### src/rtl/hdx_pkg.sv
package hdx_pkg;

   typedef enum logic [1:0] {
      PH_IDLE  = 2'd0,
      PH_SETUP = 2'd1,
      PH_SEND  = 2'd2,
      PH_HOLD  = 2'd3
   } hdx_phase_e;

   function automatic logic phase_owns_line(hdx_phase_e p);
      return p != PH_IDLE;
   endfunction

   function automatic logic phase_counts(hdx_phase_e p);
      return (p == PH_SETUP) || (p == PH_HOLD);
   endfunction

endpackage

### src/rtl/hdx_bit_timer.sv
module hdx_bit_timer #(
   parameter int W    = 4,
   parameter bit SNAP = 1'b1
) (
   input  logic         clk,
   input  logic         rst_n,
   input  logic         load,
   input  logic [W-1:0] lim_in,
   input  logic         run,
   input  logic         tick,
   output logic         expired
);

   localparam int CW = W + 1;

   logic [W-1:0] cnt;
   logic [W-1:0] eff_lim;

   always_ff @(posedge clk or negedge rst_n) begin
      if (!rst_n)
         cnt <= '0;
      else if (load)
         cnt <= '0;
      else if (run && tick)
         cnt <= cnt + 1'b1;
   end

   generate
      if (SNAP) begin : g_snap
         logic [W-1:0] lim_q;
         always_ff @(posedge clk or negedge rst_n) begin
            if (!rst_n)
               lim_q <= '0;
            else if (load)
               lim_q <= lim_in;
         end
         assign eff_lim = lim_q;

         // a captured interval never lets the count pass its limit
         p_cnt_below_lim_r12: assert property (@(posedge clk) disable iff (!rst_n)
            run |-> (cnt < lim_q));
      end else begin : g_live
         assign eff_lim = lim_in;
      end
   endgenerate

   assign expired = run && tick &&
                    ((CW'(cnt) + CW'(1)) >= CW'(eff_lim));

endmodule

### src/rtl/hdx_dir_fsm.sv
module hdx_dir_fsm
   import hdx_pkg::*;
(
   input  logic       clk,
   input  logic       rst_n,
   input  logic       auto_en,
   input  logic       txq_nempty,
   input  logic       stop_done,
   input  logic       setup_zero,
   input  logic       hold_zero,
   input  logic       expired,
   output hdx_phase_e ph,
   output logic       load
);

   hdx_phase_e nxt;

   always_comb begin
      nxt = ph;
      unique case (ph)
         PH_IDLE:
            if (txq_nempty) nxt = setup_zero ? PH_SEND : PH_SETUP;
         PH_SETUP:
            if (expired) nxt = PH_SEND;
         PH_SEND:
            if (stop_done && !txq_nempty) nxt = hold_zero ? PH_IDLE : PH_HOLD;
         PH_HOLD:
            if (txq_nempty)   nxt = PH_SEND;
            else if (expired) nxt = PH_IDLE;
         default: nxt = PH_IDLE;
      endcase
      if (!auto_en) nxt = PH_IDLE;
   end

   assign load = ((nxt == PH_SETUP) && (ph != PH_SETUP)) ||
                 ((nxt == PH_HOLD)  && (ph != PH_HOLD));

   always_ff @(posedge clk or negedge rst_n) begin
      if (!rst_n)
         ph <= PH_IDLE;
      else
         ph <= nxt;
   end

   // data arriving in the trail interval goes straight back to sending
   p_resume_no_setup_r8: assert property (@(posedge clk) disable iff (!rst_n)
      auto_en && ph == PH_HOLD && txq_nempty |=> ph == PH_SEND || !$past(auto_en) || ph == PH_IDLE);

   // a stop pulse with data pending keeps the send phase
   p_back_to_back_r7: assert property (@(posedge clk) disable iff (!rst_n)
      auto_en && ph == PH_SEND && txq_nempty |=> ph == PH_SEND || ph == PH_IDLE);

endmodule

### src/rtl/hdx_dir_ctrl.sv
module hdx_dir_ctrl
   import hdx_pkg::*;
#(
   parameter int DLY_W    = 4,
   parameter bit SNAP_DLY = 1'b1,
   localparam int REG_W   = 2 * DLY_W
) (
   input  logic             clk,
   input  logic             rst_n,
   input  logic             auto_en,
   input  logic             echo_en,
   input  logic             rts_manual,
   input  logic [REG_W-1:0] dly_reg,
   input  logic             bit_tick,
   input  logic             txq_nempty,
   input  logic             stop_done,
   output logic             rts_o,
   output logic             tx_start_ok,
   output logic             rx_ignore
);

   generate
      if (DLY_W < 1 || DLY_W > 8) begin : g_bad_width
         $error("hdx_dir_ctrl: DLY_W must lie in 1..8");
      end
   endgenerate

   logic [DLY_W-1:0] setup_f;
   logic [DLY_W-1:0] hold_f;
   logic [DLY_W-1:0] lim_sel;
   hdx_phase_e       ph;
   logic             load;
   logic             expired;
   logic             run;

   // lead-in count in the upper half, trail count in the lower half
   assign setup_f = dly_reg[REG_W-1:DLY_W];
   assign hold_f  = dly_reg[DLY_W-1:0];

   // a single timer serves both intervals; the phase picks its limit
   assign lim_sel = ((ph == PH_SEND) || (ph == PH_HOLD)) ? hold_f : setup_f;
   assign run     = phase_counts(ph);

   hdx_dir_fsm u_fsm (
      .clk        (clk),
      .rst_n      (rst_n),
      .auto_en    (auto_en),
      .txq_nempty (txq_nempty),
      .stop_done  (stop_done),
      .setup_zero (setup_f == '0),
      .hold_zero  (hold_f == '0),
      .expired    (expired),
      .ph         (ph),
      .load       (load)
   );

   hdx_bit_timer #(
      .W    (DLY_W),
      .SNAP (SNAP_DLY)
   ) u_timer (
      .clk     (clk),
      .rst_n   (rst_n),
      .load    (load),
      .lim_in  (lim_sel),
      .run     (run),
      .tick    (bit_tick),
      .expired (expired)
   );

   assign rts_o       = auto_en ? phase_owns_line(ph) : rts_manual;
   assign tx_start_ok = auto_en ? (ph == PH_SEND) : 1'b1;
   assign rx_ignore   = auto_en && echo_en && ((ph == PH_SEND) || (ph == PH_HOLD));

   // leaving the lead-in for the send phase happens only on a bit tick
   p_start_on_tick_r3: assert property (@(posedge clk) disable iff (!rst_n)
      auto_en && $past(auto_en) && $rose(tx_start_ok) && $past(ph) == PH_SETUP
      |-> $past(bit_tick));

   // in automatic mode RTS drops only out of the trail interval
   // or right after a final stop bit
   p_fall_source_r4: assert property (@(posedge clk) disable iff (!rst_n)
      auto_en && $past(auto_en) && $fell(rts_o)
      |-> ($past(ph) == PH_HOLD) || ($past(ph) == PH_SEND && $past(stop_done)));

   // no tick, no progress out of the lead-in
   p_no_tick_no_start_r9: assert property (@(posedge clk) disable iff (!rst_n)
      auto_en && ph == PH_SETUP && !bit_tick |=> ph != PH_SEND);

   // the ignore window never extends beyond RTS
   p_ignore_inside_rts_r10: assert property (@(posedge clk) disable iff (!rst_n)
      auto_en && rx_ignore |-> rts_o);

endmodule

### config.mk
export PLATFORM = sky130hd
export DESIGN_NAME = hdx_dir_ctrl
export DESIGN_NICKNAME = d
export VERILOG_FILES = /design/src/rtl/hdx_pkg.sv /design/src/rtl/hdx_bit_timer.sv /design/src/rtl/hdx_dir_fsm.sv /design/src/rtl/hdx_dir_ctrl.sv
export SDC_FILE = /design/constraint.sdc
export NUM_CORES = 1
export LEC_CHECK = 0
export BUFFER_PORTS_ARGS = -buffer_cell sky130_fd_sc_hd__buf_2
export CORE_MARGIN = 2
export CORE_UTILIZATION = 30
export CTS_CLUSTER_DIAMETER = 80
export DETAILED_ROUTE_END_ITERATION = 7
export SLEW_MARGIN = 20
export SYNTH_ARGS = -nofsm -noshare
export SYNTH_HDL_FRONTEND = slang
export SYNTH_HIERARCHICAL = 1
export SYNTH_SLANG_ARGS = --single-unit
### constraint.sdc
create_clock -name clk -period 7.6 [get_ports clk]
set_input_delay 1.52 -clock clk [delete_from_list [all_inputs] [get_ports clk]]
set_output_delay 1.52 -clock clk [all_outputs]
set_load 0.03 [all_outputs]
== Word-level counts from Yosys, hierarchy flattened ==
Cells that the tools add are included.
Storage, ports and cells
  register bits after elaboration: 10
  bits in latches: 0
  RAM bits: 0
  bits in read-only memories: 0
  input bits: 16
  output and inout port bits: 3
  logic and storage cells: 43
  memories: 0
Operators by class
  add/subtract/negate cells: 2
  multiply operators: 0
  divide/modulo/power cells: 0
  order comparisons: 1
  equality and inequality tests: 7
  shift-type cells: 0
  mux-type cells: 14
  bitwise logic cells: 0
  reduce and logical (&&, ||, !) cells: 16
Operators by type and width (count)
  $mux 2: 8
  $mux 4: 3
  $logic_not 4->1: 2
  $pmux 2 s4: 1
  $logic_and 1x1->1: 7
  $eq 2x2->1 const B: 3
  $add 4x1->5 const B: 1
  $ge 5x4->1: 1
  $add 4x1->4 const B: 1
  $eq 2x1->1 const B: 2
  $reduce_bool 2->1: 2
  $logic_or 1x1->1: 3
  $logic_not 2->1: 1
  $mux 1: 2
  $ne 2x1->1 const B: 1
  $ne 2x2->1 const B: 1
  $logic_not 1->1: 1

== Logic depth before layout (Yosys ltp) ==
Gate-level depths: netlist of run 1.
  word-level depth: 12
  depth in mapped cells: 12
  gate-level depth less buffers: 11

== Cells and area by module ==
Netlist of run 1, hierarchy kept.
By module, submodules not included
  hdx_bit_timer: instances 1, cells each 45, area each 444.2 sq um, seq. area each 200.2 sq um
  hdx_dir_fsm: instances 1, cells each 17, area each 153.9 sq um, seq. area each 50.0 sq um
  hdx_dir_ctrl: instances 1, cells each 14, area each 116.4 sq um, seq. area each 0.0 sq um

== Worst setup path after synthesis of run 1 ==
Ideal clock, no wire load.
  kind: input to output
  start point: input auto_en
  end point: output rts_o
  arrival: 2.028 ns
  required time: 6.080 ns
  setup slack: 4.052 ns
  cell stages on the path: 2
  path buffers: 0
  cells stage by stage: nor2_1 > a21oi_1
Between the ends
  longest elaborated chain between the ends: 1
RTL lines
  start, declared: line hdx_dir_ctrl.sv:10  | input logic auto_en,
  $mux 1: line hdx_dir_ctrl.sv:70  | assign rts_o = auto_en ? phase_owns_line(ph) : rts_manual;
  end, declared: line hdx_dir_ctrl.sv:17  | output logic rts_o,
No other way between the ends.

== Worst setup path after layout of run 1 ==
Same ends and word-level chain as after synthesis.

==> results_dict.tcl, run 1 <==
set metrics [dict create \
    outcome "finished, final reports clean" \
    grt_pass1_wl_um 2590 \
    netlist_instances 76 \
    fin_crit_ns 3.54 \
    post-synth-top-area-cell "dfrtp_1" \
    crit_type "input port to output port" \
    hp-class "register to register" \
    die_height_um 52.8 \
    floorplan.initialDensity 0.320 \
    end_kind "output port" \
    max_stage_delay_ns 0.21 \
    drive_gt1_frac 0.305 \
    gr-usage-all-layers 0.129 \
    synthTopCellsByArea "dfrtp_1 35%, ha_1 8.8%, mux2_4 8.4%" \
    area_growth_pct 20.0 \
    max-cap-violations 0 \
    diodes 0 \
    min_period_over_period 0.466 \
    setup_viol 0 \
    ys_warn_count 6 \
    fin_util 0.384 \
    synth_common_cells "10 x dfrtp_1, 7 x o21ai_0, 6 x inv_1, 5 x ha_1, 5 x nand2_1" \
    crit_chain "buf_2, nor2_1, a21oi_1, buf_2" \
    cpMostUsedCell "buf_2" \
    core_area_sq_um 2230 \
    placement.io_buffers 18 \
    power.leakage_nw 0.415 \
    place_area_sq_um 821 \
    hold_viol_final 0 \
    syn_area_per_cell_sq_um 9.40 \
    dr.pass1.iters 4 \
    cp_max_fo 7 \
    place_congestion 0.714 \
    antenna_found_initial 0 \
    dieArea_sq_um 2790 \
    tightest_slew_ns 0.721 \
    top_usage_layer "met2" \
    rr_worst_depth 10 \
    die_x_um 52.8 \
    clock_path_buffers 2 \
    drt_iter0_drc 8 \
    boundaryPins 19 \
    arrival_ns 2.02 \
    clock_latency_ns 0.27 \
    holdPathStages 1 \
    clock.fmax_mhz 283 \
    met3_usage 0.0429 \
    drv_slew 0 \
    hold_buffers 0 \
    synth-seq-cells 10 \
    setup_tns_ns 0 \
    synth_top_area_frac 0.350 \
    fill_cells 239 \
    cts_setup_buffers 0 \
    clkTransAtPathRegs_ns 0.07 \
    final_cells 123 \
    use_met1 0.142 \
    drc 0 \
    slew_headroom 0.520 \
    grt_util_met2 0.223 \
    crit_path_start_kind "input port" \
    hpwl_um 1170 \
    netlist-cell-type-count 31 \
    worst-path-buf-inv 2 \
    numCtsBuffers 3 \
    antenna_left 0 \
    p_per_area_nw_per_um2 254 \
    synth_edf_count 0 \
    yosysSeqAreaShare 0.350 \
    vias_per_cell 4.98 \
    pre_cts_ws_ns 4.06 \
    setup_slack_ns 4.06 \
    synth.most_common_cell "dfrtp_1" \
    max-vdd-ir-drop_uv 158 \
    grt_overflow 0 \
    rsz0062_at_grt "false" \
    totalWireLength_um 1380 \
    p_total_mw 0.218 \
    synth_area_sq_um 714 \
    cts_tree "built" \
    synth-main-ff-cell "dfrtp_1" \
    synth_nets 97 \
    worstPathRequired_ns 6.08 \
    clock-root-buffer "clkbuf_4" \
    fin_hold_ws_ns 0.518 \
    finalClockSkew_ns 0.00584 \
    grt_max_degree 12 \
    ys_async_sr_fraction 1.00 \
    finalInstanceArea_sq_um 857 \
    crit_family "buffers and inverters" \
    cp_slowest_cell "buf_2" \
    row_count 17 \
    h-tree-depth 1 \
    nets 117 \
    avgRoutedWirePerCell_um 11.2 \
    cp.depth 4 \
    dp_cells 119 \
    cts_resized 0 \
    grt_pass1_vias 631 \
    vias 613 \
    numClockSinks 10 \
]
cells in the final DEF (no fill, tap or decap), drive strengths merged, types with 2 or more instances in the layout:
cell,instances
a21boi,2
a21oi,4
a31oi,3
buf,18
clkbuf,4
dfrtp,10
ha,5
inv,6
mux2,5
nand2,5
nand3,4
nor2,4
nor4,2
o21ai,7
xor2,3
worst register-to-register path, cell delays in order, from the launching register on:
cell and delay, ns:
dfrtp_1 0.44, ha_1 0.26, xor2_1 0.17, ha_1 0.30, a21o_1 0.16, a31oi_1 0.18, o22ai_1 0.17, nor2b_1 0.16
o21ai_0 0.13, a21oi_1 0.61, mux2_2 0.40
worst paths after layout:
kind | endpoint | slack [ns] | start
setup / recovery | rts_o | 4.06 | auto_en
hold / removal | u_timer/eff_lim[0]$_DFFE_PN0P_ | 0.52 | u_timer/eff_lim[0]$_DFFE_PN0P_
setup reg to reg | u_timer/eff_lim[0]$_DFFE_PN0P_ | 4.49 | u_timer/cnt[0]$_DFFE_PN0P_
hold reg to reg | u_timer/eff_lim[0]$_DFFE_PN0P_ | 0.52 | u_timer/eff_lim[0]$_DFFE_PN0P_
max in group asynchronous | u_fsm/ph[0]$_DFF_PN0_ | 6.32 | rst_n
min in group asynchronous | u_timer/cnt[0]$_DFFE_PN0P_ | 1.09 | rst_n
kinds of logic after synthesis:
family                     after synthesis  share of synthesized area
muxes                                    5                     0.0998
and+or+nand+nor                         22                      0.173
adders and majority gates                5                     0.0876
DFF                                     10                      0.350
AOI/OAI and AO/OA                       21                      0.182
buffers and inverters                    9                     0.0578
xor gates and xnor gates                 4                     0.0490
report_power, final:
part / total, mW / internal, mW / switching, mW
Clock: 0.0476 / 0.0291 / 0.0185
Sequential: 0.0846 / 0.0703 / 0.0143
Combinational: 0.0855 / 0.0405 / 0.0450
metal layers:
metal / share of wire / routed length, um / vias up
met2: 0.52 / 717 / 11
met3: 0.041 / 56 / 4
li1: - / - / 313
met4: 0.021 / 29 / 0
met5: 0 / 0 / -
met1: 0.42 / 578 / 285
registers in the layout, summed over array words and instances (netlist names):
name / cells
u_fsm/ph: 2
u_timer/eff_lim: 4
u_timer/cnt: 4
area by class of cell:
type | count | area [sq um] | share of cell area
flip-flops and latches | 10 | 250 | 0.292
well taps | 28 | 35.0 | 0.0409
clock buffers | 4 | 36.3 | 0.0423
repair buffers | 18 | 90.1 | 0.105
multi-input cells | 57 | 423 | 0.493
inverters | 6 | 22.5 | 0.0263
Power figures use the tool's default switching activity.
==> run 2, diff against run 1 <==
- clock period: 7.6 -> 2.8 ns (I/O delays scaled with it)
==> results_dict.tcl, run 2 (synthesized netlist as in run 1, its figures left out) <==
set metrics [dict create \
    outcome "finished, final reports clean" \
    totalWireLength_um 1450 \
    setup_tns_ns 0 \
    drive_gt1_frac 0.305 \
    max-cap-violations 0 \
    final_cell_mix "18 x buf_2, 10 x dfrtp_1, 7 x o21ai_0, 6 x inv_1" \
    grt_max_degree 12 \
    clock_latency_ns 0.26 \
    r2r_start "u_timer/cnt[0]$_DFFE_PN0P_" \
    finalClockSkew_ns 0.00319 \
    grt_overflow 0 \
    diodes 0 \
    clock.fmax_mhz 393 \
    end_kind "register" \
    cpMostUsedCell "ha_1" \
    boundaryPins 19 \
    fin_crit_ns 2.54 \
    slew_headroom 0.717 \
    arrival_ns 2.69 \
    dp_cells 120 \
    placement.io_buffers 18 \
    gr-usage-all-layers 0.126 \
    dr.pass1.iters 3 \
    finalInstanceArea_sq_um 851 \
    drv_slew 0 \
    r2r_end "u_timer/eff_lim[0]$_DFFE_PN0P_" \
    hp-class "input port to async pin" \
    grt_pass1_wl_um 2550 \
    clock-root-buffer "clkbuf_4" \
    crit_chain "ha_1, xor2_1, ha_1, a21o_1, a31oi_1, o22ai_1, nor2b_1, o21ai_0, a21oi_1, mux2_2" \
    place_congestion 0.737 \
    final_cells 123 \
    max-vdd-ir-drop_uv 258 \
    fin_hold_ws_ns 0.155 \
    avgRoutedWirePerCell_um 11.8 \
    setup_viol 0 \
    floorplan.initialDensity 0.320 \
    nets 118 \
    p_per_area_nw_per_um2 650 \
    fin_util 0.381 \
    clkTransAtPathRegs_ns 0.06 \
    power.leakage_nw 0.413 \
    crit_family "compound AO/OA/AOI/OAI gates" \
    rr_worst_depth 10 \
    drc 0 \
    antenna_found_initial 0 \
    h-tree-depth 1 \
    grt_pass1_vias 616 \
    r2r_slack_ns 0.26 \
    core_area_sq_um 2230 \
    min_period_over_period 0.909 \
    cts_setup_buffers 0 \
    tightest_slew_ns 0.421 \
    dieArea_sq_um 2790 \
    final_common_cell "buf_2" \
    crit_path_start_kind "register" \
    cp_max_fo 4 \
    die_x_um 52.8 \
    drt_iter0_drc 4 \
    rsz0062_at_grt "false" \
    hold_buffers 0 \
    worstPathRequired_ns 2.94 \
    row_count 17 \
    numClockSinks 10 \
    area_growth_pct 19.1 \
    antenna_left 0 \
    hpwl_um 1160 \
    cts_tree "built" \
    vias 608 \
    cp_slowest_cell "dfrtp_1" \
    clock_path_buffers 2 \
    die_height_um 52.8 \
    hold_viol_final 0 \
    worst-path-buf-inv 0 \
    vias_per_cell 4.94 \
    numCtsBuffers 3 \
    max_stage_delay_ns 0.44 \
    crit_type "register to register" \
    place_area_sq_um 828 \
]
## run 2: changes by cell type in the layout (fill, tap and decap cells not counted), sizes merged
| cell | delta |
|---|---|
| buf | +1 |
| clkbuf | -1 |
## run 2: worst reg2reg max path, delay by kind of cell, from the launching register on
family	cells	cell delay [ns]
AO/OA/AOI/OAI	5	0.75
XOR/XNOR	1	0.17
adder cells (fa/ha/maj)	2	0.56
flip-flops	1	0.44
multiplexers	1	0.35
AND/OR/NAND/NOR	1	0.16
## run 2: timing repair
item / CTS / global route
setup endpoints to repair: 0 / 1
hold endpoints to repair: 0 / 0
resized for setup: 0 / 0
## run 2: worst max path at each step
stage | startpoint | cells after the start | end | slack [ns]
after detailed placement | u_timer/cnt[0]$_DFFE_PN0P_ | 10 | u_timer/eff_lim[0]$_DFFE_PN0P_ | 0.23
after CTS | u_timer/cnt[0]$_DFFE_PN0P_ | 10 | u_timer/eff_lim[0]$_DFFE_PN0P_ | 0.22
final | u_timer/cnt[0]$_DFFE_PN0P_ | 10 | u_timer/eff_lim[0]$_DFFE_PN0P_ | 0.26
after global placement | u_timer/cnt[0]$_DFFE_PN0P_ | 10 | u_timer/eff_lim[0]$_DFFE_PN0P_ | 0.34
after global routing | u_timer/cnt[0]$_DFFE_PN0P_ | 12 | u_timer/eff_lim[3]$_DFFE_PN0P_ | 0.02
after floorplan | u_timer/cnt[0]$_DFFE_PN0P_ | 11 | u_timer/eff_lim[2]$_DFFE_PN0P_ | 0.37
## run 2: report_power, final
group | switching, mW | total, mW | internal [mW]
registers | 0.0390 | 0.230 | 0.191
clock network | 0.0461 | 0.0956 | 0.0495
logic | 0.115 | 0.228 | 0.113
total | 0.200 | 0.553 | 0.353
## run 2: per-stage QoR
stage | worst slack [ns] | power, mW
2_1_floorplan | 0.372 | 0.400
3_3_place_gp | 0.343 | 0.452
3_5_place_dp | 0.230 | 0.462
4_1_cts | 0.217 | 0.562
5_1_grt | 0.0175 | 0.609
6_report | 0.256 | 0.553
## run 2: cell type report
cell class,instances,area (sq um)
clock buffer,3,22.5
fill,232,1380
inverter,6,22.5
multi-input combinational,57,423
sequential,10,250
tap,28,35.0
timing repair buffer,19,97.6
## run 2: per-layer routing
metal / track usage / wire (um) / up-vias
met1: 0.146 / 624 / 290
met2: 0.219 / 778 / 4
met3: 0.0171 / 32 / 2
met5: 0 / 0 / -
met4: 0.0769 / 14 / 0
li1: - / - / 312
==> run 3, diff against run 2 <==
- CORE_MARGIN: 2 -> 10
- PLACE_DENSITY_LB_ADDON: unset -> 0.08
==> results_dict.tcl, run 3 (synthesized netlist as in run 1, its figures left out) <==
set metrics [dict create \
    outcome "finished, final reports clean" \
    regArea_sq_um 250 \
    numCtsBuffers 3 \
    cts_tree "built" \
    power.leakage_nw 0.421 \
    dp_cells 120 \
    dr.pass1.iters 2 \
    cp_max_fo 4 \
    diodes 0 \
    fin_util 0.387 \
    finalClockSkew_ns 0.00314 \
    area_growth_pct 21.0 \
    max-vdd-ir-drop_uv 347 \
    drt_iter0_drc 10 \
    setup_tns_ns 0 \
    die_x_um 68.8 \
    drv_slew 0 \
    core_area_sq_um 2230 \
    antenna_found_initial 0 \
    slew_headroom 0.719 \
    place_congestion 0.866 \
    fin_crit_ns 2.60 \
    rsz0062_at_grt "false" \
    cts_resized 0 \
    pwr-share-seq 0.389 \
    setup_viol 0 \
    cpMostUsedCell "ha_1" \
    h-tree-depth 1 \
    clock.fmax_mhz 385 \
    hold_viol_final 0 \
    vias 619 \
    row_count 17 \
    crit_family "compound AO/OA/AOI/OAI gates" \
    drive_gt1_frac 0.313 \
    floorplan.initialDensity 0.320 \
    worst-path-buf-inv 0 \
    place_area_sq_um 828 \
    clock_path_buffers 2 \
    vias_per_cell 4.99 \
    final_common_cell "buf_2" \
    finalInstanceArea_sq_um 865 \
    hp-class "input port to async pin" \
    hold_buffers 0 \
    worstPathRequired_ns 2.95 \
    p_per_area_nw_per_um2 687 \
    grt_pass1_vias 646 \
    final_cell_mix "18 x buf_2, 10 x dfrtp_1, 7 x o21ai_0, 6 x inv_1" \
    arrival_ns 2.75 \
    internal_power_mw 0.382 \
    numClockSinks 10 \
    clock_latency_ns 0.27 \
    nets 118 \
    totalWireLength_um 1700 \
    tightest_slew_ns 0.417 \
    antenna_left 0 \
    fill_cells 237 \
    crit_chain "ha_1, xor2_1, ha_1, a21o_1, a31oi_1, o22ai_1, nor2b_1, o21ai_0, a21oi_1, mux2_2" \
    rr_worst_depth 10 \
    grt_overflow 0 \
    gr-usage-all-layers 0.0790 \
    hpwl_um 1360 \
    drc 0 \
    cp_slowest_cell "dfrtp_1" \
    p_total_mw 0.594 \
    final_cells 124 \
    clock-root-buffer "clkbuf_4" \
    end_kind "register" \
    avgRoutedWirePerCell_um 13.7 \
    multi_input_area_sq_um 423 \
    boundaryPins 19 \
    cp.depth 10 \
    p_clk_frac 0.226 \
    dieArea_sq_um 4730 \
    max-cap-violations 0 \
    placement.io_buffers 18 \
    crit_type "register to register" \
    p_switching_mw 0.212 \
    combPwrFrac 0.385 \
    min_period_over_period 0.927 \
    die_height_um 68.8 \
    grt_max_degree 12 \
    max_stage_delay_ns 0.44 \
    crit_path_start_kind "register" \
    clkTransAtPathRegs_ns 0.07 \
    swShare 0.357 \
    grt_pass1_wl_um 2840 \
    cts_setup_buffers 0 \
]
run 3: routing by layer:
metal / track usage / wire (um) / vias to the layer above
met5: 0 / 0 / -
met4: 0.0148 / 0 / 0
met3: 0.0354 / 67 / 0
met2: 0.129 / 867 / 8
met1: 0.0943 / 761 / 295
li1: - / - / 316
run 3: metrics by stage:
step	worst slack, ns	hold WS [ns]
5_1_grt	0.0141	0.140
3_5_place_dp	0.243	0.437
6_report	0.204	0.143
3_3_place_gp	0.322	0.440
2_1_floorplan	0.372	0.264
4_1_cts	0.193	0.145
run 3: worst paths after layout:
check,start,endpoint,slack [ns]
min in group clk,u_timer/eff_lim[0]$_DFFE_PN0P_,u_timer/eff_lim[0]$_DFFE_PN0P_,0.53
hold / removal,rst_n,u_timer/eff_lim[2]$_DFFE_PN0P_,0.14
setup reg to reg,u_timer/cnt[0]$_DFFE_PN0P_,u_timer/eff_lim[0]$_DFFE_PN0P_,0.20
hold reg to reg,u_timer/eff_lim[0]$_DFFE_PN0P_,u_timer/eff_lim[0]$_DFFE_PN0P_,0.53
setup / recovery,u_timer/cnt[0]$_DFFE_PN0P_,u_timer/eff_lim[0]$_DFFE_PN0P_,0.20
max in group asynchronous,rst_n,u_timer/eff_lim[0]$_DFFE_PN0P_,2.45
run 3: cell type report:
class | instances | share of cell area
multi-input cells | 57 | 0.489
flip-flops and latches | 10 | 0.289
repair buffers | 19 | 0.113
clock buffers | 4 | 0.0420
well taps | 28 | 0.0405
inverters | 6 | 0.0260
run 3: power groups by stage:
stage | Clock, mW | Combinational [mW] | Sequential (mW)
finish | 0.134 | 0.229 | 0.231
global route | 0.148 | 0.264 | 0.240
CTS | 0.139 | 0.235 | 0.231
detailed placement | 0 | 0.231 | 0.234
global placement | 0 | 0.230 | 0.233
floorplan | 0 | 0.180 | 0.220
